===== src/rtl/cal_pkg.sv =====
`timescale 1ns/1ps
package cal_pkg;
  localparam int NUM_FIELDS = 7;
  localparam logic [3:0] CTRL_ADDR = 4'd8;
  localparam int WE_BIT = 6;

  typedef struct packed {
    logic                  advance;
    logic [NUM_FIELDS-1:0] wrField;
    logic                  ctrlWr;
  } cal_strobe_t;

  localparam logic [7:0] FIELD_MASK [NUM_FIELDS] =
    '{8'h7F, 8'h7F, 8'hBF, 8'h3F, 8'h1F, 8'hFF, 8'h07};
  localparam logic [7:0] FIELD_RST [NUM_FIELDS] =
    '{8'h00, 8'h00, 8'h80, 8'h01, 8'h01, 8'h00, 8'h00};

  function automatic logic [7:0] bcdInc(input logic [7:0] v);
    if (v[3:0] == 4'h9) return {v[7:4] + 4'd1, 4'h0};
    return {v[7:4], v[3:0] + 4'd1};
  endfunction

  function automatic logic isLeap(input logic [7:0] yr);
    logic oddTens;
    oddTens = yr[4];
    if (oddTens) return (yr[3:0] == 4'h2) || (yr[3:0] == 4'h6);
    return (yr[3:0] == 4'h0) || (yr[3:0] == 4'h4) || (yr[3:0] == 4'h8);
  endfunction

  function automatic logic [7:0] lastDay(input logic [7:0] mon, input logic [7:0] yr);
    case (mon)
      8'h02: return isLeap(yr) ? 8'h29 : 8'h28;
      8'h04, 8'h06, 8'h09, 8'h11: return 8'h30;
      default: return 8'h31;
    endcase
  endfunction
endpackage


===== src/rtl/cal_ctrl.sv =====
`timescale 1ns/1ps
module cal_ctrl
  import cal_pkg::*;
#(
  parameter int TICKS_PER_SEC = 4,
  parameter int ADDR_W = 4
) (
  input  logic              clk,
  input  logic              rstN,
  input  logic              baseTick,
  input  logic [ADDR_W-1:0] addr,
  input  logic              wrEn,
  input  logic [7:0]        wrData,
  output cal_strobe_t       stb,
  output logic              weBit
);
  localparam int CNT_W = $clog2(TICKS_PER_SEC + 1);
  localparam logic [CNT_W-1:0] CNT_LAST = CNT_W'(TICKS_PER_SEC - 1);

  logic [CNT_W-1:0] phaseCnt;
  logic timeAddr, acceptWr;

  assign timeAddr = (addr < ADDR_W'(NUM_FIELDS));
  assign acceptWr = wrEn && timeAddr && weBit;

  always_comb begin
    stb = '0;
    stb.ctrlWr  = wrEn && (addr == ADDR_W'(CTRL_ADDR));
    stb.advance = baseTick && (phaseCnt == CNT_LAST) && !acceptWr;
    for (int i = 0; i < NUM_FIELDS; i++)
      stb.wrField[i] = acceptWr && (addr == ADDR_W'(i));
  end

  always_ff @(posedge clk) begin
    if (!rstN) begin
      weBit    <= 1'b0;
      phaseCnt <= '0;
    end else begin
      if (stb.ctrlWr) weBit <= wrData[WE_BIT];
      if (acceptWr) phaseCnt <= '0;
      else if (baseTick) phaseCnt <= (phaseCnt == CNT_LAST) ? '0 : phaseCnt + 1'b1;
    end
  end

  // a locked bus never produces a field write strobe
  p_locked_r2: assert property (@(posedge clk) disable iff (!rstN)
    (wrEn && timeAddr && !weBit) |-> (stb.wrField == '0));
  // at most one field is written per cycle
  p_onehot_wr_r2: assert property (@(posedge clk) disable iff (!rstN)
    $onehot0(stb.wrField));
  // a time step and a host time write never coincide
  p_phase_r9: assert property (@(posedge clk) disable iff (!rstN)
    (stb.wrField != '0) |-> !stb.advance);
  // steps are at least one tick period apart
  p_spacing_r9: assert property (@(posedge clk) disable iff (!rstN)
    (TICKS_PER_SEC > 1 && stb.advance) |=> !stb.advance);
endmodule


===== src/rtl/cal_data.sv =====
`timescale 1ns/1ps
module cal_data
  import cal_pkg::*;
#(
  parameter int ADDR_W = 4
) (
  input  logic              clk,
  input  logic              rstN,
  input  cal_strobe_t       stb,
  input  logic              weBit,
  input  logic [ADDR_W-1:0] addr,
  input  logic [7:0]        wrData,
  output logic [7:0]        rdData
);
  logic [7:0] fieldQ  [NUM_FIELDS];
  logic [7:0] stepVal [NUM_FIELDS];
  logic [NUM_FIELDS-1:0] stepEn;

  logic [7:0] secQ, minQ, hourQ, dateQ, monQ, yearQ, dowQ;
  assign secQ  = fieldQ[0];
  assign minQ  = fieldQ[1];
  assign hourQ = fieldQ[2];
  assign dateQ = fieldQ[3];
  assign monQ  = fieldQ[4];
  assign yearQ = fieldQ[5];
  assign dowQ  = fieldQ[6];

  logic secWrap, minWrap, hourWrap, dateWrap, monWrap;
  logic is24, pmFlag;
  logic [4:0] hr12;
  logic dayCarry;

  assign is24     = hourQ[7];
  assign pmFlag   = hourQ[5];
  assign hr12     = hourQ[4:0];
  assign secWrap  = (secQ == 8'h59);
  assign minWrap  = (minQ == 8'h59);
  assign hourWrap = is24 ? (hourQ[5:0] == 6'h23) : (hr12 == 5'h11 && pmFlag);
  assign dateWrap = (dateQ == lastDay(monQ, yearQ));
  assign monWrap  = (monQ == 8'h12);
  assign dayCarry = secWrap && minWrap && hourWrap;

  always_comb begin
    stepEn[0] = 1'b1;
    stepEn[1] = secWrap;
    stepEn[2] = secWrap && minWrap;
    stepEn[3] = dayCarry;
    stepEn[4] = dayCarry && dateWrap;
    stepEn[5] = dayCarry && dateWrap && monWrap;
    stepEn[6] = dayCarry;

    stepVal[0] = secWrap ? 8'h00 : bcdInc(secQ);
    stepVal[1] = minWrap ? 8'h00 : bcdInc(minQ);
    if (is24)
      stepVal[2] = (hourQ[5:0] == 6'h23) ? 8'h80 : {2'b10, 6'(bcdInc({2'b00, hourQ[5:0]}))};
    else if (hr12 == 5'h11)
      stepVal[2] = {2'b00, ~pmFlag, 5'h12};
    else if (hr12 == 5'h12)
      stepVal[2] = {2'b00, pmFlag, 5'h01};
    else
      stepVal[2] = {2'b00, pmFlag, 5'(bcdInc({3'b000, hr12}))};
    stepVal[3] = dateWrap ? 8'h01 : bcdInc(dateQ);
    stepVal[4] = monWrap ? 8'h01 : bcdInc(monQ);
    stepVal[5] = (yearQ == 8'h99) ? 8'h00 : bcdInc(yearQ);
    stepVal[6] = (dowQ == 8'h06) ? 8'h00 : dowQ + 8'h01;
  end

  for (genvar g = 0; g < NUM_FIELDS; g++) begin : gField
    always_ff @(posedge clk) begin
      if (!rstN) fieldQ[g] <= FIELD_RST[g];
      else if (stb.wrField[g]) fieldQ[g] <= wrData & FIELD_MASK[g];
      else if (stb.advance && stepEn[g]) fieldQ[g] <= stepVal[g];
    end
  end

  always_comb begin
    rdData = 8'h00;
    if (addr < ADDR_W'(NUM_FIELDS)) rdData = fieldQ[addr[2:0]];
    else if (addr == ADDR_W'(CTRL_ADDR)) rdData = {1'b0, weBit, 6'b0};
  end

  // seconds wrap to zero on a step from 59
  p_sec_wrap_r3: assert property (@(posedge clk) disable iff (!rstN)
    (stb.advance && secQ == 8'h59) |=> (secQ == 8'h00));
  // a time step keeps the hour mode flag
  p_mode_kept_r4: assert property (@(posedge clk) disable iff (!rstN)
    stb.advance |=> (hourQ[7] == $past(hourQ[7])));
  // day of week wraps from 6 to 0 on a date step
  p_dow_wrap_r8: assert property (@(posedge clk) disable iff (!rstN)
    (stb.advance && dayCarry && dowQ == 8'h06) |=> (dowQ == 8'h00));
  // year wraps from 99 to 00
  p_year_wrap_r11: assert property (@(posedge clk) disable iff (!rstN)
    (stb.advance && stepEn[5] && yearQ == 8'h99) |=> (yearQ == 8'h00));
  // the unused top bit of the seconds field reads as 0
  p_unused_zero_r10: assert property (@(posedge clk) disable iff (!rstN)
    (addr == '0) |-> !rdData[7]);
endmodule


===== src/rtl/bcd_calendar_regs.sv =====
`timescale 1ns/1ps
module bcd_calendar_regs #(
  parameter int TICKS_PER_SEC = 4,
  parameter int ADDR_W = 4
) (
  input  logic              clk,
  input  logic              rstN,
  input  logic              baseTick,
  input  logic [ADDR_W-1:0] addr,
  input  logic              wrEn,
  input  logic [7:0]        wrData,
  output logic [7:0]        rdData
);
  cal_pkg::cal_strobe_t stb;
  logic weBit;

  cal_ctrl #(.TICKS_PER_SEC(TICKS_PER_SEC), .ADDR_W(ADDR_W)) uCtrl (
    .clk(clk), .rstN(rstN), .baseTick(baseTick), .addr(addr),
    .wrEn(wrEn), .wrData(wrData), .stb(stb), .weBit(weBit));

  cal_data #(.ADDR_W(ADDR_W)) uData (
    .clk(clk), .rstN(rstN), .stb(stb), .weBit(weBit), .addr(addr),
    .wrData(wrData), .rdData(rdData));
endmodule


===== config.mk =====
export PLATFORM = sky130hd
export DESIGN_NAME = bcd_calendar_regs
export DESIGN_NICKNAME = d
export VERILOG_FILES = /design/src/rtl/cal_pkg.sv /design/src/rtl/cal_ctrl.sv /design/src/rtl/cal_data.sv /design/src/rtl/bcd_calendar_regs.sv
export SDC_FILE = /design/constraint.sdc
export NUM_CORES = 1
export LEC_CHECK = 0
export ABC_AREA = 1
export BUFFER_PORTS_ARGS = -buffer_cell sky130_fd_sc_hd__buf_2
export CORE_MARGIN = 2
export CORE_UTILIZATION = 55
export CTS_BUF_LIST = sky130_fd_sc_hd__clkbuf_4
export DETAILED_ROUTE_END_ITERATION = 7
export HOLD_SLACK_MARGIN = 0.08
export PLACE_DENSITY = 0.8
export SYNTH_ARGS = -nofsm -noshare
export SYNTH_HDL_FRONTEND = slang
export SYNTH_SLANG_ARGS = --single-unit
export TNS_END_PERCENT = 50

===== constraint.sdc =====
create_clock -name clk -period 3.23 [get_ports clk]
set_clock_uncertainty 0.15 [all_clocks]
set_input_delay 0 -clock clk [delete_from_list [all_inputs] [get_ports clk]]
set_output_delay 0 -clock clk [all_outputs]
set_load 0.02 [all_outputs]

======== Word-level counts from Yosys, hierarchy flattened ========
Memories as Yosys holds them, arrays and structs flattened.
Cells that the tools add are included.
word-level totals
  memories kept ........................... 1
  word-level logic and storage cells ...... 205
  output and inout port bits .............. 8
  register bits ........................... 4
  RAM bits ................................ 56
memory list
  name          words  width  rd ports  clocked after Yosys merged registers in  wr ports  line            source
  uData.fieldQ  7      8      8         0                                        7         cal_data.sv:15  logic [7:0] fieldQ [NUM_FIELDS];
operators by class
  mux-type cells .......................... 108
  $add $sub $neg .......................... 15
  eq/ne operators ......................... 32
  reductions and logical operators ........ 30
  magnitude comparators ................... 1
  bitwise logic cells ..................... 16
operators with widths
  kind                 number
  $mux 8               32
  $mux 1               66
  $add 4x1->4 const B  11
  $eq 4x4->1 const B   8
  $eq 8x3->1 const B   3
  $mux 6               4
  $logic_and 1x1->1    22
  $eq 4x3->1 const B   5
  $eq 8x5->1 const B   2
  $eq 8x7->1 const B   2
  $pmux 8 s2           1
  $mux 5               3
  $or 1x1->1           14
  $eq 4x2->1 const B   3
  $eq 5x5->1 const B   2
  $add 8x1->8 const B  1
  $eq 8x2->1 const B   1
  $eq 8x4->1 const B   1
  $eq 8x8->1           1
  $eq 8x8->1 const B   1
  $logic_not 4->1      2
  $mux 7               1
  $eq 6x6->1 const B   1
  $eq 4x1->1 const B   1
  11 further kinds     14

======== Logic depth before layout (Yosys ltp) ========
An unclocked memory read counts as a cell.
  word-level depth ........................ 17
  gate-level depth with buffers ........... 17
  depth with buffers taken out ............ 17

======== Modules after synthesis ========
A second synthesis with hierarchy kept.
second synthesis, totals
  cell total of the unflattened synthesis .. 568
  area, all modules ....................... 4377.9 µm²
modules (own cells, without submodules)
  module    area each (µm²)  cells an instance  instances
  cal_data  4086.4           518                1
  cal_ctrl  291.5            50                 1

======== Worst setup path before layout ========
OpenSTA, ideal clock, no wires.
  kind .................................... flip-flop to flip-flop
  start ................................... mem uData.fieldQ[4][4]
  end ..................................... mem uData.fieldQ[4][4] (enable)
  stages on the path, launching flop included .. 17
  data required time ...................... 2.785 ns
  slack ................................... 0.937 ns
  clock period less this slack ............ 2.293 ns
  buffers on the path ..................... 0
  arrival time ............................ 1.848 ns
  path through ............................ edfxtp_1 > inv_1 > ha_1 > inv_1 > nor2_2 > nand2_1 > nand2_1 > nand3_2 > nor2_4 > nand3_4 > nor2_8 > inv_4 > nand2_4 > inv_4 > nand2_4 > nand2_2 > inv_2
RTL lines
  element      line
  from (decl)  cal_data.sv:15

==> metrics.md <==
| Metric | Value |
|---|---|
| Outcome | complete, no violations |
| Clock latency on the worst-skew pair | 0.42 ns |
| IO Pins | 24 |
| Die W | 93 um |
| Peak supply drop | 0.303 mV |
| #FFs+latches synth | 59 |
| Final GP Congestion | 1.01 |
| Area Overhead vs Synth | 11.9% |
| Layout net count | 615 |
| Most frequent cell after synthesis | nand2_1 |
| Max_slew headroom | 49.8% |
| Filler cells | 662 |
| Initial Util | 56.7% |
| Final hold viol count | 0 |
| Final Max Tran Viols | 0 |
| Crit path kind | register to register |
| Via/cell ratio | 5.98 |
| Die Y | 93 um |
| Syn avg cell area | 8.11 um2 |
| H-Tree Depth | 3 |
| Placed instance count | 656 |
| Final min period | 2.60 ns |
| CTS tree | built |
| Synth top area share | 37.9% |
| Via count of the first global-routing pass | 3769 |
| Ys flop type | edfxtp_1 |
| Final setup fails | 0 |
| Num rows | 32 |
| Worst setup EP type | register |
| Yosys warning count | 0 |
| Vias | 4105 |
| Commonest cells in the netlist | 89 x nand2_1, 83 x inv_1, 55 x edfxtp_1 |
| WP data required | 3.15 ns |
| Avg WL per Cell | 17.3 um |
| Mapped Cells | 537 |
| Post-synth top area cell | edfxtp_1 |
| Net count after synthesis | 573 |
| Ranking of synthesized cells by area | edfxtp_1 38%, nand2_1 7.7%, inv_1 7.2% |
| DRC | 0 |
| Largest net degree at the start of global routing | 16 |
| Synth Cell Area | 4360 um2 |
| Leakage | 2.01 nW |
| Post-Route Setup TNS | 0 ns |
| Hold WC Path Type | primary input to register |
| GRT overflow | 0 |
| Clk slew on worst S/H paths | 0.11 ns |
| CP arrival | 2.52 ns |
| Async SR Flop Fraction | 0% |
| CP Launch Type | register |
| Final period util | 80.5% |
| Max-Cap Viols | 0 |
| ANT cells | 0 |
| 1st-pass router iterations | 5 |
| Cts bufs inserted | 9 |
| Proportion of layout cells with a drive suffix above 1 | 14.7% |
| Worst-Margin Slew | 0.747 ns |
| Register area share after synthesis | 39.7% |
| Routed wire length | 11900 um |
| Crit path max fanout | 7 |
| Drt initial violations | 491 |
| Final ANT Viol Nets | 0 |
| Initial antenna violation count | 0 |
| Unrepaired setup endpoints after global routing | false |
| CTS resizes | 0 |
| Synth cell types | 43 |
| First-pass GRT wire length | 18700 um |
| Post-DP HPWL | 9040 um |
| Clock Path Buffers | 2 |
| Core area | 7690 um2 |
| Non-Filler Instances | 686 |
| Port bufs | 23 |
| Pwr dens | 356 nW/um2 |
| GRT Overall Usage | 28.4% |
| Clk sinks | 59 |
| Die area | 8650 um2 |
| Fmax | 384 MHz |
| CTS root buffer | clkbuf_4 |
| Post-synth EDFFs | 55 |
-- through the flow --
step | hold WS (ns) | instance area [um2] | util (%) | setup slack, ns | total power, mW
2_1_floorplan | -0.0564 | 4360 | - | 0.937 | 1.03
3_3_place_gp | 0.0810 | 4570 | 59.5 | 0.782 | 1.10
3_5_place_dp | 0.0971 | 4570 | 59.5 | 0.654 | 1.11
4_1_cts | 0.0828 | 4870 | 63.4 | 0.635 | 1.72
5_1_grt | 0.135 | 4870 | 63.4 | 0.509 | 1.78
6_report | 0.100 | 4870 | 63.4 | 0.628 | 1.73
-- area by class of cell --
cell class                      count  area [um2]  area share (%)
Multi-Input combinational cell    374        2220            45.6
Clock inverter                      5        77.6            1.59
Clock buffer                       11        82.6            1.69
Inverter                           97         369            7.57
Tap cell                          102         128            2.62
Sequential cell                    59        1730            35.5
Timing Repair Buffer               38         263            5.39
-- state kept, by name, summed over array words and instances, names as in the netlist --
register and flops:
uCtrl.phaseCnt 3, uData.fieldQ 55, uCtrl.weBit 1
-- where the power goes --
group / total [mW] / switching, mW / internal (mW)
Combinational: 0.222 / 0.148 / 0.0741
Sequential: 0.890 / 0.0314 / 0.859
Clock: 0.620 / 0.291 / 0.329
-- worst max-delay path, stage by stage, from the launching register on --
cell and delay [ns]:
edfxtp_1 0.46, inv_1 0.15, ha_1 0.19, inv_1 0.05, nor2_2 0.16, nand2_1 0.09, nand2_1 0.07, nand3_2 0.08
nor2_4 0.11, nand3_4 0.16, o21ai_0 0.56
-- per-layer routing --
layer / vias to the layer above / global-route usage, % / share of wire [%] / wire length [um]
met2: 207 / 42.8 / 43 / 5150
met1: 1903 / 38.9 / 43 / 5100
li1: 1948 / - / - / -
met5: - / 0 / 0 / 0
met3: 47 / 5.56 / 9.3 / 1100
met4: 0 / 15.1 / 4.5 / 532
-- repair_timing --
| item | 4_1_cts | 5_1_grt |
|---|---|---|
| setup buffers | 0 | 0 |
| endpoints found under the hold margin | 64 | 0 |
| hold buffers | 14 | 0 |
-- cells by family (layout without fill, tap and decap cells) --
| family | after synthesis | in the layout | synth area share, % |
|---|---|---|---|
| and+or+nand+nor | 235 | 235 | 26.5 |
| buffers and inverters | 104 | 151 | 9.25 |
| AOI/OAI and AO/OA | 99 | 99 | 14.8 |
| DFF | 59 | 59 | 39.7 |
| adders and majority gates | 20 | 20 | 5.74 |
| xor gates and xnor gates | 20 | 20 | 4.02 |
-- cell usage in the layout, fill, tap and decap left out, types with 3 or more instances in the layout --
| cell type | n |
|---|---|
| nand2_1 | 89 |
| inv_1 | 83 |
| edfxtp_1 | 55 |
| nor2_1 | 52 |
| nand3_1 | 37 |
| o22ai_1 | 32 |
| buf_2 | 23 |
| ha_1 | 20 |
| o21ai_0 | 16 |
| a21oi_1 | 15 |
| nand4_1 | 15 |
| dlygate4sd3_1 | 14 |
| inv_2 | 11 |
| xor2_1 | 11 |
| clkbuf_4 | 11 |
| xnor2_1 | 9 |
| nor3_1 | 9 |
| o221ai_1 | 8 |
| nor2_2 | 7 |
| nand2_2 | 6 |
| a221oi_1 | 6 |
| nand3_2 | 4 |
| o32ai_1 | 4 |
| nor4_1 | 4 |
| o21ai_1 | 4 |
| a21oi_2 | 4 |
| dfxtp_1 | 4 |
| nor3_2 | 3 |
| nor2_4 | 3 |
-- path summary, 6_finish.rpt --
path / startpoint / to / slack [ns] / depth (start not counted)
setup / recovery: uData.fieldQ[4][4] / uData.fieldQ[5][3] / 0.63 / 10
hold / removal: addr[3] / uData.fieldQ[4][0] / 0.10 / 5
hold reg to reg: uCtrl.phaseCnt[2] / uCtrl.phaseCnt[2] / 0.31 / 2
setup reg to reg: uData.fieldQ[4][4] / uData.fieldQ[5][3] / 0.63 / 10
(Power assumes the default switching activity.)
